$ cat src/rtl/exc_seq_pkg.sv
package exc_seq_pkg;

    localparam int SRC_COUNT = 5;
    localparam int SRC_IW    = 3;

    typedef enum logic [2:0] {
        ST_IDLE,
        ST_VEC,
        ST_PUSH_SR,
        ST_PUSH_PC,
        ST_REDIR
    } seq_state_t;

    // Vector table offset for each request bit.
    function automatic logic [7:0] vec_offset(input logic [SRC_IW-1:0] idx);
        logic [7:0] off;
        case (idx)
            3'd0:    off = 8'h24;
            3'd1:    off = 8'h28;
            3'd2:    off = 8'h34;
            3'd3:    off = 8'h3C;
            3'd4:    off = 8'h40;
            default: off = 8'h40;
        endcase
        return off;
    endfunction

endpackage

$ cat src/rtl/exc_pend.sv
module exc_pend #(
    parameter int NSRC = 5,
    parameter int IW   = 3
) (
    input  logic            clk,
    input  logic            rst_n,
    input  logic [NSRC-1:0] req_i,
    input  logic            take_i,
    output logic            any_o,
    output logic [IW-1:0]   grant_idx_o
);

    logic [NSRC-1:0] pend_q;
    logic [NSRC-1:0] eff;
    logic [NSRC-1:0] grant_oh;

    assign eff   = pend_q | req_i;
    assign any_o = |eff;

    // Lowest-numbered source wins: scan downward so the last hit is the lowest.
    always_comb begin
        grant_idx_o = '0;
        grant_oh    = '0;
        for (int i = NSRC - 1; i >= 0; i--) begin
            if (eff[i]) begin
                grant_idx_o = IW'(i);
                grant_oh    = NSRC'(1) << i;
            end
        end
    end

    always_ff @(posedge clk) begin
        if (!rst_n) begin
            pend_q <= '0;
        end else if (take_i) begin
            pend_q <= eff & ~grant_oh;
        end else begin
            pend_q <= eff;
        end
    end

endmodule

$ cat src/rtl/exc_fsm.sv
module exc_fsm
    import exc_seq_pkg::*;
#(
    parameter int XLEN = 32,
    parameter int STEP = 4
) (
    input  logic            clk,
    input  logic            rst_n,
    input  logic            start_i,
    input  logic [XLEN-1:0] vec_addr_i,
    input  logic [XLEN-1:0] sp_i,
    input  logic [XLEN-1:0] sr_i,
    input  logic [XLEN-1:0] pc_i,
    input  logic [XLEN-1:0] mem_rdata_i,
    input  logic            mem_ready_i,
    output seq_state_t      state_o,
    output logic            mem_req_o,
    output logic            mem_we_o,
    output logic [XLEN-1:0] mem_addr_o,
    output logic [XLEN-1:0] mem_wdata_o,
    output logic            redir_valid_o,
    output logic [XLEN-1:0] redir_pc_o,
    output logic            sp_load_o,
    output logic [XLEN-1:0] sp_new_o
);

    localparam logic [XLEN-1:0] STEP_W  = XLEN'(STEP);
    localparam logic [XLEN-1:0] FRAME_W = XLEN'(2 * STEP);

    seq_state_t state_q, state_d;
    logic [XLEN-1:0] vec_q, sp_q, sr_q, pc_q, hdl_q;

    // State register
    always_ff @(posedge clk) begin
        if (!rst_n) begin
            state_q <= ST_IDLE;
        end else begin
            state_q <= state_d;
        end
    end

    // Next-state logic
    always_comb begin
        state_d = state_q;
        unique case (state_q)
            ST_IDLE:    if (start_i)     state_d = ST_VEC;
            ST_VEC:     if (mem_ready_i) state_d = ST_PUSH_SR;
            ST_PUSH_SR: if (mem_ready_i) state_d = ST_PUSH_PC;
            ST_PUSH_PC: if (mem_ready_i) state_d = ST_REDIR;
            ST_REDIR:                    state_d = ST_IDLE;
            default:                     state_d = ST_IDLE;
        endcase
    end

    // Context capture at acceptance, handler capture on vector read
    always_ff @(posedge clk) begin
        if (!rst_n) begin
            vec_q <= '0;
            sp_q  <= '0;
            sr_q  <= '0;
            pc_q  <= '0;
            hdl_q <= '0;
        end else begin
            if (state_q == ST_IDLE && start_i) begin
                vec_q <= vec_addr_i;
                sp_q  <= sp_i;
                sr_q  <= sr_i;
                pc_q  <= pc_i;
            end
            if (state_q == ST_VEC && mem_ready_i) begin
                hdl_q <= mem_rdata_i;
            end
        end
    end

    // Outputs
    always_comb begin
        mem_req_o     = 1'b0;
        mem_we_o      = 1'b0;
        mem_addr_o    = '0;
        mem_wdata_o   = '0;
        redir_valid_o = 1'b0;
        redir_pc_o    = hdl_q;
        sp_load_o     = 1'b0;
        sp_new_o      = sp_q - FRAME_W;
        unique case (state_q)
            ST_IDLE: ;
            ST_VEC: begin
                mem_req_o  = 1'b1;
                mem_addr_o = vec_q;
            end
            ST_PUSH_SR: begin
                mem_req_o   = 1'b1;
                mem_we_o    = 1'b1;
                mem_addr_o  = sp_q - STEP_W;
                mem_wdata_o = sr_q;
            end
            ST_PUSH_PC: begin
                mem_req_o   = 1'b1;
                mem_we_o    = 1'b1;
                mem_addr_o  = sp_q - FRAME_W;
                mem_wdata_o = pc_q;
            end
            ST_REDIR: begin
                redir_valid_o = 1'b1;
                sp_load_o     = 1'b1;
            end
            default: ;
        endcase
    end

    assign state_o = state_q;

endmodule

$ cat src/rtl/exc_entry_seq.sv
module exc_entry_seq
    import exc_seq_pkg::*;
#(
    parameter int XLEN = 32,
    parameter int STEP = 4
) (
    input  logic                 clk,
    input  logic                 rst_n,
    input  logic [SRC_COUNT-1:0] exc_req,
    input  logic                 dec_valid,
    input  logic                 dec_in_slot,
    input  logic [XLEN-1:0]      vbr,
    input  logic [XLEN-1:0]      sp,
    input  logic [XLEN-1:0]      sr,
    input  logic [XLEN-1:0]      pc_next,
    output logic                 busy,
    output logic                 mem_req,
    output logic                 mem_we,
    output logic [XLEN-1:0]      mem_addr,
    output logic [XLEN-1:0]      mem_wdata,
    input  logic [XLEN-1:0]      mem_rdata,
    input  logic                 mem_ready,
    output logic                 redir_valid,
    output logic [XLEN-1:0]      redir_pc,
    output logic                 sp_load,
    output logic [XLEN-1:0]      sp_new
);

    logic              any_pend;
    logic [SRC_IW-1:0] grant_idx;
    logic              accept;
    logic              fsm_idle;
    logic [XLEN-1:0]   vec_addr;
    seq_state_t        state;

    assign fsm_idle = (state == ST_IDLE);
    assign accept   = fsm_idle && dec_valid && !dec_in_slot && any_pend;
    assign busy     = accept || !fsm_idle;
    assign vec_addr = vbr + XLEN'(vec_offset(grant_idx));

    exc_pend #(
        .NSRC (SRC_COUNT),
        .IW   (SRC_IW)
    ) u_pend (
        .clk         (clk),
        .rst_n       (rst_n),
        .req_i       (exc_req),
        .take_i      (accept),
        .any_o       (any_pend),
        .grant_idx_o (grant_idx)
    );

    exc_fsm #(
        .XLEN (XLEN),
        .STEP (STEP)
    ) u_fsm (
        .clk           (clk),
        .rst_n         (rst_n),
        .start_i       (accept),
        .vec_addr_i    (vec_addr),
        .sp_i          (sp),
        .sr_i          (sr),
        .pc_i          (pc_next),
        .mem_rdata_i   (mem_rdata),
        .mem_ready_i   (mem_ready),
        .state_o       (state),
        .mem_req_o     (mem_req),
        .mem_we_o      (mem_we),
        .mem_addr_o    (mem_addr),
        .mem_wdata_o   (mem_wdata),
        .redir_valid_o (redir_valid),
        .redir_pc_o    (redir_pc),
        .sp_load_o     (sp_load),
        .sp_new_o      (sp_new)
    );

endmodule

$ cat config.mk
export PLATFORM = sky130hd
export DESIGN_NAME = exc_entry_seq
export DESIGN_NICKNAME = d
export VERILOG_FILES = /design/src/rtl/exc_seq_pkg.sv /design/src/rtl/exc_pend.sv /design/src/rtl/exc_fsm.sv /design/src/rtl/exc_entry_seq.sv
export SDC_FILE = /design/constraint.sdc
export NUM_CORES = 1
export LEC_CHECK = 0
export ABC_CLOCK_PERIOD_IN_PS = 3600
export BUFFER_PORTS_ARGS = -buffer_cell sky130_fd_sc_hd__buf_2
export CAP_MARGIN = 10
export CORE_UTILIZATION = 30
export CTS_CLUSTER_DIAMETER = 60
export DETAILED_ROUTE_END_ITERATION = 10
export PLACE_DENSITY = 0.55
export SYNTH_ARGS = -nofsm -noshare
export SYNTH_HDL_FRONTEND = slang
export SYNTH_HIERARCHICAL = 1
export SYNTH_SLANG_ARGS = --single-unit
$ cat constraint.sdc
create_clock -name clk -period 3.6 [get_ports clk]
set_clock_uncertainty 0.05 [all_clocks]
set_input_delay 0.36 -clock clk [delete_from_list [all_inputs] [get_ports clk]]
set_output_delay 0.36 -clock clk [all_outputs]
set_load 0.005 [all_outputs]
==> results.txt <==
- 303 I/O pins were placed.
* Via/cell ratio: 4.87
* Number of clock sinks: roughly 170
- TritonCTS built the clock tree.
- After synthesis, the share of flip-flops with an asynchronous set or reset is 0.
* CP max-delay cell: nor4_2
- Initial antenna violation count: 8
- Core box area: 29700 um^2
- Post-layout nets: 1613
- The die covers 31000 um^2.
- Of the total power, the clock network draws 0.364.
- Vias post-DR: 8964
* Combinational family with the most area after synthesis: simple AND/OR/NAND/NOR gates
- Across the run, the number of max-cap violations was 0.
- Number of fillers in the final layout: between 3000 and 4000
- After clock tree synthesis, the flow added hold-fix buffers numbering 0.
- Most common flop cell mapped by yosys: dfxtp_1
* Max Clock Freq: 296 MHz
* Global Route Usage Sum: 0.194
- The share of the Yosys chip area taken by registers is 0.370.
- Of all cell types, the one taking the most synthesized area is dfxtp_1.
- The number of nets handed over by synthesis was 1365.
- Total Wirelength: roughly 30000 um
* Final weighted congestion in routability-driven placement: 0.931
* Height of the die: between 150 and 200 um
* RSZ-0062 raised after global routing: false
- Worst-Skew Late Latency: 430 ps
- The most common cell in the synthesized netlist is nand2_1.
- Adding up every negative setup slack in the final design gives 0 ps.
- Design Power: 0.00536 W
- Sorting the synthesized cells by area gives the leading types as dfxtp_1, nand2_1, a21boi_0.
* Crit start category: register
- STA puts the critical path data required time at between 3000 and 4000 ps.
- The synthesized design contains 168 register bits.
- Of the total power, the share spent switching nets is 0.303.
- Entering global routing, the biggest net connects roughly 110 pins.
- Summed over all cells, the static leakage comes to between 4 and 5 nW.
- The floorplan has 63 rows.
- The max-slew violation total from the final report is 0.
* Signal arrival time at the worst endpoint: between 2000 and 3000 ps
- In this run, CTS created clock tree buffers numbering 17.
- # H-tree levels: 4
* Multiplexer fraction of the synthesized cell area: 0.00344
* Initial core utilization: 0.306
- Post-synthesis compound-gate area fraction: 0.237
- The worst setup path is captured at a primary output.
- Post-route worst hold slack: about 110 ps
- Of all nets on the critical path, the largest fanout is 9.
- The first TritonRoute pass finished after 5 iterations.
- For this run, global-route usage on met2 was measured as 0.309.
- In the final layout, the share of cells above drive strength 1 is 0.263.
- IR analysis of the VDD net gives a maximum drop of 303 uV.
- Width of the die: between 150 and 200 um
- The wire-length estimate of the detail-placed layout is 22100 um.
* Synthesized netlist cell count: 1187
* Max-Slew Margin vs Limit: 0.494
- The synthesized netlist contains 73 unique library cells.
- Post-synthesis area per instance: 7.65 um^2
- Share of synthesized cell area in full adder, half adder and majority cells: 0.0118
* Logic pwr share: 0.248
* Kind of path behind the tightest hold check: in -> reg
- The final count of hold timing violations is 0.
- Remaining global-route overflow: 0
* Power density cells: 464 nW/um^2
- Root Buffer Master: clkbuf_16
- Setup-failing EPs final: 0
- Sequential fraction of design power: 0.389
- Final cycle utilization of the critical path: 0.940
* GR Layer Usage met1: 0.253
* Detailed-route wire length per cell: about 16 um
- Vias in the first global route: 8438
- The detail route stage leaves a number of antenna-violating nets equal to 0.
* Final core area utilization: 0.388
- Of the total synthesized cell area, the portion taken by AND, OR, NAND and NOR gates is 0.267.
* Cell types with the highest counts after synthesis: nand2_1, dfxtp_1, a21boi_0, clkbuf_1, nor2_1
- Maximum number of buffers from clock root to sink: 2
- The internal power of the cells totals ~0.0037 W.
* Kind of critical path: reg -> out
* Total area of sequential cells: 3360 um^2
- The run finished with clean final reports.
* Number of synthesized flops with an enable pin: 0
- For this run, design rule violations remaining after detail routing come to 0.
- For this design the total switching power over the nets is 0.00163 W.
- Most Used Layer, Global Route: met2
* Multi-input gate area: 5250 um^2
- Syn. warnings: 6
- For this block, the initial DRC count from the detailed router was ~630.
- Wire length of the first global-routing pass: 46700 um
- Clock-pin slew was measured on the worst setup and hold paths at approximately 60 ps.
- From synthesis to final layout, the design area changed by 27.1%.
- CP peak stage delay: between 600 and 700 ps
* Xor and xnor area share after synthesis: 0.0569
- The share of synthesized area in the top cell type comes to 0.370.
- Met3 Use GR: 0.0637
* Post-Syn Area: a little over 9000 um^2
- Worst slew pin tran: 758 ps
- Cells traversed along the worst timing path: nor4_2 -> nand4_1 -> buf_4 -> or3_1 -> a31o_2 -> a21oi_1 -> buf_2
- During placement, the flow inserted port buffers numbering 302.
* Period minus WS final: 3380 ps
-- cell families after synthesis --
| group | Yosys count |
|---|---|
| AND/OR/NAND/NOR | 543 |
| AO/OA/AOI/OAI | 285 |
| flip-flops | 168 |
| buffers and inverters | 121 |
| XOR/XNOR | 59 |
| adder cells (fa/ha/maj) | 8 |
| multiplexers | 3 |
-- area by class of cell --
cell class / instances / share of cell area
multi-input cells: 898 / 0.455
flip-flops and latches: 168 / 0.291
repair buffers: 330 / 0.152
well taps: 390 / 0.0423
clock buffers: 23 / 0.0405
clock inverters: 7 / 0.0124
inverters: 20 / 0.00650
diodes: 3 / 0.000650
-- critical path, delay by kind of cell (launching register included) --
family,cells,cell delay (ps)
DFF,1,410
buffers and inverters,2,400
AOI/OAI and AO/OA,2,480
and+or+nand+nor,3,1260
-- state kept, by name (all words and copies together), names as in the netlist --
register,count
u_fsm/sr_q,32
u_fsm/state_o,3
u_fsm/pc_q,32
u_fsm/vec_q,32
u_pend/pend_q,5
u_fsm/redir_pc_o,32
u_fsm/sp_q,32
-- power groups by stage --
stage	logic, W	registers (W)	clock network (W)
finish	0.00133	0.00208	0.00195
floorplan	0.000822	0.00207	0
global placement	0.00131	0.00212	0
detailed placement	0.00131	0.00212	0
CTS	0.00132	0.00208	0.00202
global route	0.00148	0.00210	0.00210
-- final timing paths --
kind | startpoint | end | slack (ps) | cells past startpoint
max | u_fsm/sp_q[11] | mem_addr[21] | 220 | 7
min | mem_rdata[12] | u_fsm/redir_pc_o[12] | 110 | 3
max reg2reg | u_pend/pend_q[1] | u_fsm/vec_q[14] | 440 | 14
min reg2reg | u_fsm/redir_pc_o[3] | u_fsm/redir_pc_o[3] | 410 | 2
-- what timing repair did --
item	CTS	global route
resized for setup	0	1
setup buffers	0	2
hold endpoints to repair	0	0
setup endpoints to repair	0	7
-- layout by cell type, fill, tap and decap left out, types with 4 or more instances in the layout --
cell type,netlist,layout
nand2_1,377,377
ha_1,7,7
or4_1,8,8
nor4_1,15,15
clkbuf_1,88,4
o21ai_0,18,18
and2_1,5,5
a31o_2,5,5
nor2_1,38,38
a21boi_0,155,155
a21boi_1,8,8
dfxtp_1,168,168
a21o_1,5,5
or3_1,11,10
nand2b_1,8,8
nor3_1,29,28
nand3_1,17,17
a221o_1,5,5
bufinv_16,0,4
o211ai_1,6,6
clkbuf_16,0,17
a22o_1,36,36
xnor2_1,23,23
inv_1,20,20
xor2_1,36,36
nand4_1,4,4
buf_4,4,27
a21oi_1,18,18
buf_2,4,301
-- routing by layer --
layer,part of all wire,up-vias
met5,0.0015,-
met4,0.0084,6
met3,0.074,21
met2,0.46,281
met1,0.46,4133
li1,-,4523
-- metrics by stage --
step                cell area [um^2]  instances  worst slack, ps
CTS                            11500       1834             21.6
global route                   11500       1836             21.7
finish                         11500       1839              217
global placement               10900       1804              345
floorplan                       9080       1187              674
detailed placement             10900       1804              277
No activity file was read; power rests on OpenSTA's default activity.
